## src/rtl/halfdot_pkg.sv

```systemverilog
package halfdot_pkg;
  localparam int unsigned GLYPH_W = 8;
  localparam int unsigned CELL_W  = 2 * (GLYPH_W - 1);
  localparam int unsigned SPLIT   = 6;  // first dot of the left segment

  typedef logic [CELL_W-1:0] cell_row_t;

  typedef struct packed {
    logic force_on;
    logic blank;
    logic reverse;
  } cell_attr_t;
endpackage

```

## src/rtl/halfdot_addr_gen.sv

```systemverilog
module halfdot_addr_gen #(
  parameter int unsigned CODE_W  = 8,
  parameter int unsigned LINE_W  = 4,
  parameter int unsigned ROWSEL_W = 3
) (
  input  logic [CODE_W-1:0]          code_i,
  input  logic [LINE_W-1:0]          line_i,
  output logic [CODE_W+ROWSEL_W-1:0] addr_o,
  output logic                       line_hi_o
);
  assign addr_o    = {code_i, line_i[ROWSEL_W-1:0]};
  assign line_hi_o = line_i[LINE_W-1];
endmodule

```

## src/rtl/halfdot_row_expand.sv

```systemverilog
module halfdot_row_expand
  import halfdot_pkg::*;
(
  input  logic [GLYPH_W-1:0] glyph_i,
  input  cell_attr_t         attr_i,
  input  logic               line_hi_i,
  output cell_row_t          row_o
);
  localparam cell_row_t LOW_BITS   = cell_row_t'((1 << SPLIT) - 1);
  localparam cell_row_t LEFT_MASK  = ~LOW_BITS;
  localparam cell_row_t RIGHT_MASK = LOW_BITS & ~cell_row_t'(1);

  cell_row_t dbl;
  cell_row_t left_seg, right_seg, base;

  assign dbl[1:0] = 2'b00;
  for (genvar k = 2; k < GLYPH_W; k++) begin : g_dbl
    assign dbl[2*k-1 -: 2] = {2{glyph_i[k]}};
  end

  // a cleared flag delays its segment by one dot
  assign left_seg  = (glyph_i[1] ? dbl : (dbl >> 1)) & LEFT_MASK;
  assign right_seg = (glyph_i[0] ? dbl : (dbl >> 1)) & RIGHT_MASK;

  always_comb begin
    if (attr_i.force_on)                    base = '1;
    else if (attr_i.blank || line_hi_i)     base = '0;
    else                                    base = left_seg | right_seg;
    row_o = attr_i.reverse ? ~base : base;
  end
endmodule

```

## src/rtl/halfdot_shifter.sv

```systemverilog
module halfdot_shifter #(
  parameter int unsigned W = 14
) (
  input  logic         clk_i,
  input  logic         rst_ni,
  input  logic         load_i,
  input  logic [W-1:0] row_i,
  output logic         pix_o
);
  localparam int unsigned CNT_W = $clog2(W + 1);

  logic [W-1:0] sreg;

  always_ff @(posedge clk_i or negedge rst_ni) begin
    if (!rst_ni)     sreg <= '0;
    else if (load_i) sreg <= row_i;
    else             sreg <= {sreg[W-2:0], 1'b0};
  end

  assign pix_o = sreg[W-1];

  // dots sent since the last load, saturating; used by the drain check
  logic [CNT_W-1:0] sent_cnt;
  always_ff @(posedge clk_i or negedge rst_ni) begin
    if (!rst_ni)                      sent_cnt <= CNT_W'(W);
    else if (load_i)                  sent_cnt <= '0;
    else if (sent_cnt < CNT_W'(W))    sent_cnt <= sent_cnt + 1'b1;
  end

  AST_LOAD_MSB: assert property (@(posedge clk_i) disable iff (!rst_ni)
    load_i |=> (pix_o == $past(row_i[W-1])));
  AST_LOAD_NEXT: assert property (@(posedge clk_i) disable iff (!rst_ni)
    (load_i ##1 !load_i) |=> (pix_o == $past(row_i[W-2], 2)));
  AST_DRAIN_ZERO: assert property (@(posedge clk_i) disable iff (!rst_ni)
    (sent_cnt >= CNT_W'(W - 1) && !load_i) |=> !pix_o);
endmodule

```

## src/rtl/halfdot_pixel_serializer.sv

```systemverilog
module halfdot_pixel_serializer
  import halfdot_pkg::*;
#(
  parameter int unsigned CODE_W   = 8,
  parameter int unsigned LINE_W   = 4,
  parameter int unsigned ROWSEL_W = 3,
  localparam int unsigned ADDR_W  = CODE_W + ROWSEL_W
) (
  input  logic               clk_i,
  input  logic               rst_ni,
  input  logic               load_i,
  input  logic [CODE_W-1:0]  char_code_i,
  input  logic [LINE_W-1:0]  line_i,
  output logic [ADDR_W-1:0]  gen_addr_o,
  input  logic [GLYPH_W-1:0] glyph_i,
  input  logic               force_on_i,
  input  logic               blank_i,
  input  logic               reverse_i,
  output logic               pix_o
);
  logic       line_hi;
  cell_attr_t attr;
  cell_row_t  row;

  assign attr = '{force_on: force_on_i, blank: blank_i, reverse: reverse_i};

  halfdot_addr_gen #(
    .CODE_W  (CODE_W),
    .LINE_W  (LINE_W),
    .ROWSEL_W(ROWSEL_W)
  ) u_addr (
    .code_i   (char_code_i),
    .line_i   (line_i),
    .addr_o   (gen_addr_o),
    .line_hi_o(line_hi)
  );

  halfdot_row_expand u_expand (
    .glyph_i  (glyph_i),
    .attr_i   (attr),
    .line_hi_i(line_hi),
    .row_o    (row)
  );

  halfdot_shifter #(.W(CELL_W)) u_shift (
    .clk_i (clk_i),
    .rst_ni(rst_ni),
    .load_i(load_i),
    .row_i (row),
    .pix_o (pix_o)
  );

  AST_FORCE_ONES: assert property (@(posedge clk_i) disable iff (!rst_ni)
    (force_on_i && !reverse_i) |-> (row == '1));
  AST_BLANK_ZERO: assert property (@(posedge clk_i) disable iff (!rst_ni)
    (!force_on_i && (blank_i || line_i[LINE_W-1]) && !reverse_i) |-> (row == '0));
  AST_REV_AFTER_FORCE: assert property (@(posedge clk_i) disable iff (!rst_ni)
    (force_on_i && reverse_i) |-> (row == '0));
  AST_PAIR_DOTS: assert property (@(posedge clk_i) disable iff (!rst_ni)
    (!force_on_i && !blank_i && !line_i[LINE_W-1] && !reverse_i && glyph_i[1:0] == 2'b11)
      |-> (row[CELL_W-1] == row[CELL_W-2] && row[3] == row[2] && !row[0]));
endmodule

```

## config.mk

```make
export PLATFORM = sky130hd
export DESIGN_NAME = halfdot_pixel_serializer
export DESIGN_NICKNAME = d
export VERILOG_FILES = /design/src/rtl/halfdot_pkg.sv /design/src/rtl/halfdot_addr_gen.sv /design/src/rtl/halfdot_row_expand.sv /design/src/rtl/halfdot_shifter.sv /design/src/rtl/halfdot_pixel_serializer.sv
export SDC_FILE = /design/constraint.sdc
export NUM_CORES = 1
export LEC_CHECK = 0
export ABC_CLOCK_PERIOD_IN_PS = 1600
export BUFFER_PORTS_ARGS = -buffer_cell sky130_fd_sc_hd__buf_2
export CAP_MARGIN = 20
export CORE_AREA = 2 2 46 48
export CTS_BUF_LIST = sky130_fd_sc_hd__clkbuf_4
export CTS_CLUSTER_SIZE = 40
export DETAILED_ROUTE_END_ITERATION = 8
export DIE_AREA = 0 0 48 50
export PLACE_DENSITY = 0.84
export SYNTH_ARGS = -nofsm -noshare
export SYNTH_HDL_FRONTEND = slang
export SYNTH_SLANG_ARGS = --single-unit
export TNS_END_PERCENT = 20
```

## constraint.sdc

```tcl
create_clock -name clk_i -period 1.6 [get_ports clk_i]
set_input_delay 0.16 -clock clk_i [delete_from_list [all_inputs] [get_ports clk_i]]
set_output_delay 0.16 -clock clk_i [all_outputs]
set_load 0.01 [all_outputs]
```

# Yosys cells after proc, flatten, opt, wreduce, memory -nomap -nowiden
# Cells that the tools add are included.
# word_totals
regBits,14
input_bits,26
out_inout_bits,12
# op_classes
reduce_logical,1
n_mux,6
n_bitwise,2
# ops
op,count
14-bit 2-to-1 mux,5
14-bit inverter,1
14-bit by 6-bit OR with 14-bit output,1
6-bit 2-to-1 mux,1
1-bit logical OR,1

# Logic depth before layout (Yosys ltp)
# Gate-level depths: netlist (run 1).
# depth
depth_word,7
ltp_mapped,5
depth_no_buf,3

# Hierarchy
# Synthesis (run 1) repeated with hierarchy kept, for this count alone.
# unflattened
cells_unflattened,79
area_unflattened_um2,905.9
# modules_own_cells
module,cells_per_inst,instances,area_each_um2
halfdot_shifter,29,1,515.5
halfdot_row_expand,38,1,300.3
halfdot_addr_gen,12,1,90.1

# Worst setup path after synthesis (run 1)
# No wires, ideal clock.
# synth_timing
path_kind,in2reg
startpoint,input line_i[3]
endpoint,register u_shift.sreg[1]
setup_ps,126
slack_ps,602
path_stages,4
t_arrival_ps,872
required_time_ps,1474
path_cell_list,buf_2 > nor4b_2 > mux2i_1 > nand3_1
# synth_via
elab_chain_cells,6
# synth_rtl
item,line,rtl
start: declaration,halfdot_pixel_serializer.sv:13,"input logic [LINE_W-1:0] line_i,"
1-bit logical OR (*),halfdot_row_expand.sv:27,else if (attr_i.blank || line_hi_i) base = '0;
14-bit 2-to-1 mux (*),halfdot_row_expand.sv:27,
14-bit 2-to-1 mux (*),halfdot_row_expand.sv:26,if (attr_i.force_on) base = '1;
14-bit inverter,halfdot_row_expand.sv:29,row_o = attr_i.reverse ? ~base : base;
14-bit 2-to-1 mux (*),halfdot_row_expand.sv:29,
14-bit 2-to-1 mux (*),halfdot_shifter.sv:16,else if (load_i) sreg <= row_i;
end signal: assignment,halfdot_shifter.sv:16,
end signal: assignment,halfdot_shifter.sv:17,"else sreg <= {sreg[W-2:0], 1'b0};"
end: declaration,halfdot_shifter.sv:12,logic [W-1:0] sreg;
# Every way passes the cells marked *; elsewhere a longest branch is shown, timed or not.

# Worst setup path in the final report (run 1)
# layout_timing
startpoint,input load_i
endpoint,register u_shift.sreg[3]
# layout_via
elab_chain_cells,1
# layout_rtl
item,line,rtl
start: declaration,halfdot_pixel_serializer.sv:11,"input logic load_i,"
14-bit 2-to-1 mux,halfdot_shifter.sv:16,
# No other way between the ends.

==> results of run 1 <==
## power by group
part	internal [mW]	leakage (nW)	total (mW)	switching, mW
clock	0.0903	0.0154	0.199	0.109
sequential	0.397	0.171	0.410	0.0137
combinational	0.0736	0.274	0.157	0.0835
total	0.561	0.460	0.767	0.206
## cell usage after synthesis (all sizes together)
cell type | count | area share (%)
and2 | 1 | 0.64
mux2i | 18 | 18
and3b | 1 | 1.3
nand2 | 1 | 1.1
nand3 | 8 | 4.1
inv | 6 | 2.3
nor4b | 2 | 4.0
o2111ai | 6 | 5.4
nor3b | 6 | 4.6
xor2 | 1 | 0.89
nand2b | 8 | 6.1
buf | 17 | 13
dfrtp | 14 | 36
nor2b | 1 | 0.89
and4bb | 1 | 1.3
## stage by stage
stage | std cells | worst slack, ps | util, % | power (mW) | hold slack [ps]
finish | 121 | 663 | 52.3 | 0.767 | 265
global route | 121 | 574 | 52.3 | 0.818 | 280
CTS | 121 | 664 | 52.3 | 0.779 | 258
detailed placement | 116 | 368 | 50.4 | 0.575 | 78.0
global placement | 116 | 457 | 50.4 | 0.567 | 65.1
floorplan | 91 | 602 | - | 0.554 | -136
## cell usage in the layout, fill, tap and decap left out, drive strengths merged
master,netlist,layout
mux2i,18,18
buf,17,15
dfrtp,14,14
nand3,8,8
nand2b,8,8
nor3b,6,6
inv,6,6
o2111ai,6,6
clkbuf,0,3
nor4b,2,2
and3b,1,1
nor2b,1,1
nand2,1,1
xor2,1,1
and2,1,1
and4bb,1,1
clkinv,0,1
dlygate4sd3,0,1
## path summary, 6_finish.rpt
check / startpoint / slack [ps] / to
setup reg to reg: u_shift.sreg[2]$_DFF_PN0_ / 940 / u_shift.sreg[3]$_DFF_PN0_
max in group asynchronous: rst_ni / 1030 / u_shift.sreg[5]$_DFF_PN0_
hold reg to reg: u_shift.sreg[11]$_DFF_PN0_ / 480 / u_shift.sreg[12]$_DFF_PN0_
hold / removal: load_i / 260 / u_shift.sreg[0]$_DFF_PN0_
setup / recovery: load_i / 660 / u_shift.sreg[3]$_DFF_PN0_
min in group asynchronous: rst_ni / 320 / u_shift.sreg[6]$_DFF_PN0_
## area by class of cell
| class | count | share of cell area [%] |
|---|---|---|
| clock buffers | 3 | 2.26 |
| well taps | 27 | 3.40 |
| repair buffers | 16 | 8.55 |
| inverters | 6 | 2.26 |
| clock inverters | 1 | 0.377 |
| flip-flops and latches | 14 | 35.2 |
| multi-input cells | 54 | 47.9 |
## worst reg2reg max path: cells and delay by family (launching register included)
family	cells	cell delay, ps
flops	1	370
compound gates	1	90
buf+inv	1	50
## kinds of logic (layout without fill, tap and decap cells)
group | Yosys count | count (layout) | share of synthesized area, %
DFF | 14 | 14 | 35.7
buffers and inverters | 23 | 26 | 15.7
muxes | 18 | 18 | 18.4
AOI/OAI and AO/OA | 6 | 6 | 5.36
xor gates and xnor gates | 1 | 1 | 0.893
and+or+nand+nor | 29 | 29 | 24.0
## metal layers
metal	GRT usage [%]	vias to the layer above	wire (µm)
met3	3.66	2	115
met1	21.4	280	761
li1	-	313	-
met4	5.86	0	19
met2	22.0	20	726
met5	0	-	0
==> metrics.yaml, run 1 <==
synth:
  synth_cell_types: 19
  netlist_instances: 91
  avgSynthCellArea_um2: 10.8
  synth_warnings: 0
  synth_nets: 117
  synth_seq_area_share_pct: 35.7
  ys_ff_latch: 14
  syn_area_um2: 981
sta:
  setup_tns_ps: 0
  tightest_slew_ps: 454
  rsz0062_at_grt: "false"
  setup_viol: 0
  slew_headroom_pct: 69.7
  hold_viol: 0
  fin_crit_sh_pct: 58.6
  min_period_ps: 937
  fmaxAchievable_mhz: 1070
  drv_slew: 0
  finalClockSkew_ps: 4.76
final_layout:
  antenna_cells: 0
  n_fill_cell: 162
  layout.area.seq_um2: 350
  syn_to_final_growth_pct: 1.40
  layout.nets: 121
  multiInputGateArea_um2: 477
  reg.largest.list: "u_shift.sreg: 14 flops"
  largest_reg_flops: 14
  fin_area_um2: 995
  largest_register: "u_shift.sreg"
  drive_above_1_share_pct: 28.7
clock_tree:
  cts.hold.buffers_added: 1
  cts_buffers: 3
  cts_root_buf: "clkbuf_4"
  cts_sinks: 14
  cts_resized: 0
  clk_latency_ps: 280
  clkTransAtPathRegs_ps: 80
  postCtsSetupBuffers: 0
  clockBufferDepth: 2
  cts_tree: "built"
  h-tree-depth: 1
setup_path:
  cp.buffers_inverters: 1
  cpLargestDelayFamily: "simple AND/OR/NAND/NOR gates"
  endpoint_kind: "register"
  cp.arrival_ps: 1130
  critPathMaxStageDelay_ps: 430
  cpMaxStageDelayCell: "nor2b_2"
  cp.depth: 4
  worstPathCellList: "buf_2 -> nor2b_2 -> nand2_4 -> o2111ai_1"
  crit_required_ps: 1790
  crit_fanout: 18
  rr_worst_depth: 2
  crit_type: "in -> reg"
  start_kind: "input port"
floorplan:
  die-area_um2: 2400
  ios: 38
  core_um2: 1900
  die_y_um: 50
  start_util_pct: 51.6
  die_w_um: 48
  rows: 16
route:
  firstDrtPassIters: 4
  drt_iter0_markers: 6
  wl_per_cell_um: 13.4
  vias_per_cell: 5.08
  detail-route-antenna-nets: 0
  drcViolationCount: 0
  vias: 615
  routed_wl_um: 1620
flow_run:
  maxCapViolations: 0
pwr:
  irDropWorstVdd_mv: 0.495
  powerDensity_nw_per_um2: 771
  p_leak_nw: 0.460
min_path:
  min_delay_path_depth: 2
  hold_class: "in -> reg"
run_status:
  status: "finished clean"
place:
  portBuffers: 15
  dpl_cell_area_um2: 958
  gp_congestion: 0.781
  dpl.hpwl_um: 1270
grt:
  grt_pass1_vias: 605
  grt_remaining_overflow: 0
  grt_max_degree: 19
  antenna_found_initial: 0
  grt_first_pass_wirelength_um: 2630
  track_usage_pct: 15.2
Note: power is estimated with default switching activity, not from simulation.
==> run 2: changes to the inputs <==
--- a/config.mk
+++ b/config.mk
@@ -5,15 +5,15 @@
 export SDC_FILE = /design/constraint.sdc
 export NUM_CORES = 1
 export LEC_CHECK = 0
-export ABC_CLOCK_PERIOD_IN_PS = 1600
+export ABC_CLOCK_PERIOD_IN_PS = 950
 export BUFFER_PORTS_ARGS = -buffer_cell sky130_fd_sc_hd__buf_2
 export CAP_MARGIN = 20
-export CORE_AREA = 2 2 46 48
+export CORE_AREA = 2 2 48 50
 export CTS_BUF_LIST = sky130_fd_sc_hd__clkbuf_4
 export CTS_CLUSTER_SIZE = 40
 export DETAILED_ROUTE_END_ITERATION = 8
-export DIE_AREA = 0 0 48 50
-export PLACE_DENSITY = 0.84
+export DIE_AREA = 0 0 50 52
+export PLACE_DENSITY = 0.78
 export SYNTH_ARGS = -nofsm -noshare
 export SYNTH_HDL_FRONTEND = slang
 export SYNTH_SLANG_ARGS = --single-unit
==> constraint.sdc (replaced) <==
create_clock -name clk_i -period 0.95 [get_ports clk_i]
set_input_delay 0.095 -clock clk_i [delete_from_list [all_inputs] [get_ports clk_i]]
set_output_delay 0.095 -clock clk_i [all_outputs]
set_load 0.01 [all_outputs]
==> run 2 against run 1 <==
Net effect: critical path depth decreased by 3; via count rose by 6.0%; clock-buffer cell count stayed put; critical endpoint is now pix_o; routed wire length grew 1.9%; final cell count up 2.5%; largest power group unchanged.
==> metrics.yaml, run 2 (synthesis gave the netlist of run 1 again) <==
sta:
  fmaxAchievable_mhz: 1160
  holdWs_ps: 101  # -164 ps
  finalClockSkew_ps: 2.05  # -2.70 ps
  slew_headroom_pct: 74.4  # +4.7 points
  min_period_ps: 859
  tightest_slew_ps: 382  # -72.1 ps
  setup_viol: 0  # unchanged
  setup_ws_ps: 91.4  # -572 ps
  drv_slew: 0  # unchanged
  hold_viol: 0  # unchanged
  rsz0062_at_grt: "false"
  setup_tns_ps: 0  # unchanged
  fin_crit_sh_pct: 90.4
setup_path:
  crit_required_ps: 850  # -940 ps
  critPathMaxStageDelay_ps: 360  # -70 ps
  crit_type: "reg -> out"
  worstPathCellList: "buf_2"
  cp.arrival_ps: 760  # -370 ps
  cp.buffers_inverters: 1  # unchanged
  start_kind: "register"
  crit_fanout: 1  # -17
  endpoint_kind: "output pin"
  cpMaxStageDelayCell: "dfrtp_1"
  cpLargestDelayFamily: "flip-flops"
floorplan:
  rows: 17  # +1
  die_w_um: 50  # +4.2%
  die_y_um: 52  # +4.0%
  core_um2: 2110  # +11%
  ios: 38  # unchanged
  die-area_um2: 2600  # +8.3%
  start_util_pct: 46.6  # -5.0 points
clock_tree:
  postCtsSetupBuffers: 0  # unchanged
  clockBufferDepth: 2  # unchanged
  cts_buffers: 3  # unchanged
  cts_sinks: 14  # unchanged
  cts_root_buf: "clkbuf_4"
  clk_latency_ps: 280  # about the same
  h-tree-depth: 1  # unchanged
  cts_tree: "built"
  clkTransAtPathRegs_ps: 80  # about the same
final_layout:
  antenna_cells: 0  # unchanged
  syn_to_final_growth_pct: 3.44
  largest_register: "u_shift.sreg"
  layout.nets: 124  # +2.5%
  drive_above_1_share_pct: 31.3  # +2.5 points
  final_cell_mix: "18 x mux2i_1, 15 x buf_2, 14 x dfrtp_1"
  final_common_cell: "mux2i_1"
  largest_reg_flops: 14  # unchanged
  finish.utilization_pct: 48.2  # -4.1 points
  reg.largest.list: "u_shift.sreg: 14 flops"
min_path:
  hold_class: "in -> reg"
place:
  portBuffers: 15  # unchanged
  pre_cts_ws_ps: -84.3  # -452 ps
  dpl.hpwl_um: 1260  # -0.59%
  gp_congestion: 0.813  # +4.1%
route:
  drcViolationCount: 0  # unchanged
  routed_wl_um: 1650  # +1.9%
  detail-route-antenna-nets: 0  # unchanged
  firstDrtPassIters: 4  # unchanged
  wl_per_cell_um: 13.3  # -0.56%
  drt_iter0_markers: 18  # +12
  vias: 652  # +6.0%
  vias_per_cell: 5.26  # +3.5%
grt:
  grt_pass1_vias: 665  # +9.9%
  grt_first_pass_wirelength_um: 2880  # +9.7%
  grt_util_met3_pct: 2.01  # -1.7 points
  grt_remaining_overflow: 0  # unchanged
  use_met1_pct: 19.0  # -2.5 points
  track_usage_pct: 15.0  # -0.20 points
  grt_max_degree: 15  # -4
  grtUsageMet2_pct: 23.7  # +1.7 points
  grt-busiest-layer: "met2"
  antenna_found_initial: 0  # unchanged
run_status:
  status: "finished clean"
pwr:
  p_leak_nw: 0.472  # +2.7%
  p_sw_share_pct: 26.5  # -0.38 points
  p_sw_uw: 341  # +66%
  p_clk_share_pct: 25.2  # -0.8 points
  irDropWorstVdd_mv: 0.577  # +17%
  powerDensity_nw_per_um2: 1270  # +65%
  p_int_uw: 947  # +69%
  p_seq_share_pct: 53.7  # +0.2 points
  p_comb_share_pct: 21.2  # +0.7 points
flow_run:
  maxCapViolations: 0  # unchanged
==> run 2: changes by cell type in the layout (fill, tap and decap cells not counted), sizes merged <==
cell / previous run / this run
clkinv: 1 / 0
buf: 15 / 18
==> run 2: per-stage QoR <==
step | instances | area [µm²] | total power [mW]
floorplan | 91 | 981 | 0.933
CTS | 124 | 1010 | 1.31
global route | 124 | 1010 | 1.37
finish | 124 | 1010 | 1.29
detailed placement | 120 | 982 | 0.977
global placement | 120 | 982 | 0.964
==> run 2: layout make-up <==
cell class	count	area, µm²
clock buffers	3	22.5
fillers	206	1090
inverters	6	22.5
multi-input cells	54	477
flip-flops and latches	14	350
well taps	28	35.0
repair buffers	19	108
==> run 2: timing repair <==
action	CTS	global route
hold endpoints to repair	14	0
hold buffers	1	0
resized for setup	0	0
==> run 2: final timing paths <==
kind / slack (ps) / start / to / cells after the start
worst max register to register: 290 / u_shift.sreg[10]$_DFF_PN0_ / u_shift.sreg[11]$_DFF_PN0_ / 2
worst max-delay path: 90 / u_shift.sreg[13]$_DFF_PN0_ / pix_o / 1
worst min-delay path: 100 / load_i / u_shift.sreg[0]$_DFF_PN0_ / 2
min in group asynchronous: 240 / rst_ni / u_shift.sreg[0]$_DFF_PN0_ / 2
worst min register to register: 480 / u_shift.sreg[11]$_DFF_PN0_ / u_shift.sreg[12]$_DFF_PN0_ / 2
max in group asynchronous: 480 / rst_ni / u_shift.sreg[11]$_DFF_PN0_ / 2
==> run 2: power by group through the flow <==
stage / clock (mW) / sequential (mW) / combinational [mW]
6_report: 0.324 / 0.691 / 0.272
3_5_place_dp: 0 / 0.704 / 0.273
3_3_place_gp: 0 / 0.700 / 0.264
2_1_floorplan: 0 / 0.701 / 0.231
5_1_grt: 0.362 / 0.698 / 0.306
4_1_cts: 0.343 / 0.692 / 0.277
==> run 2: layer usage <==
layer	vias to the layer above	routed length, µm
li1	319	-
met1	301	791
met2	26	719
met3	6	103
met4	0	40
met5	-	0
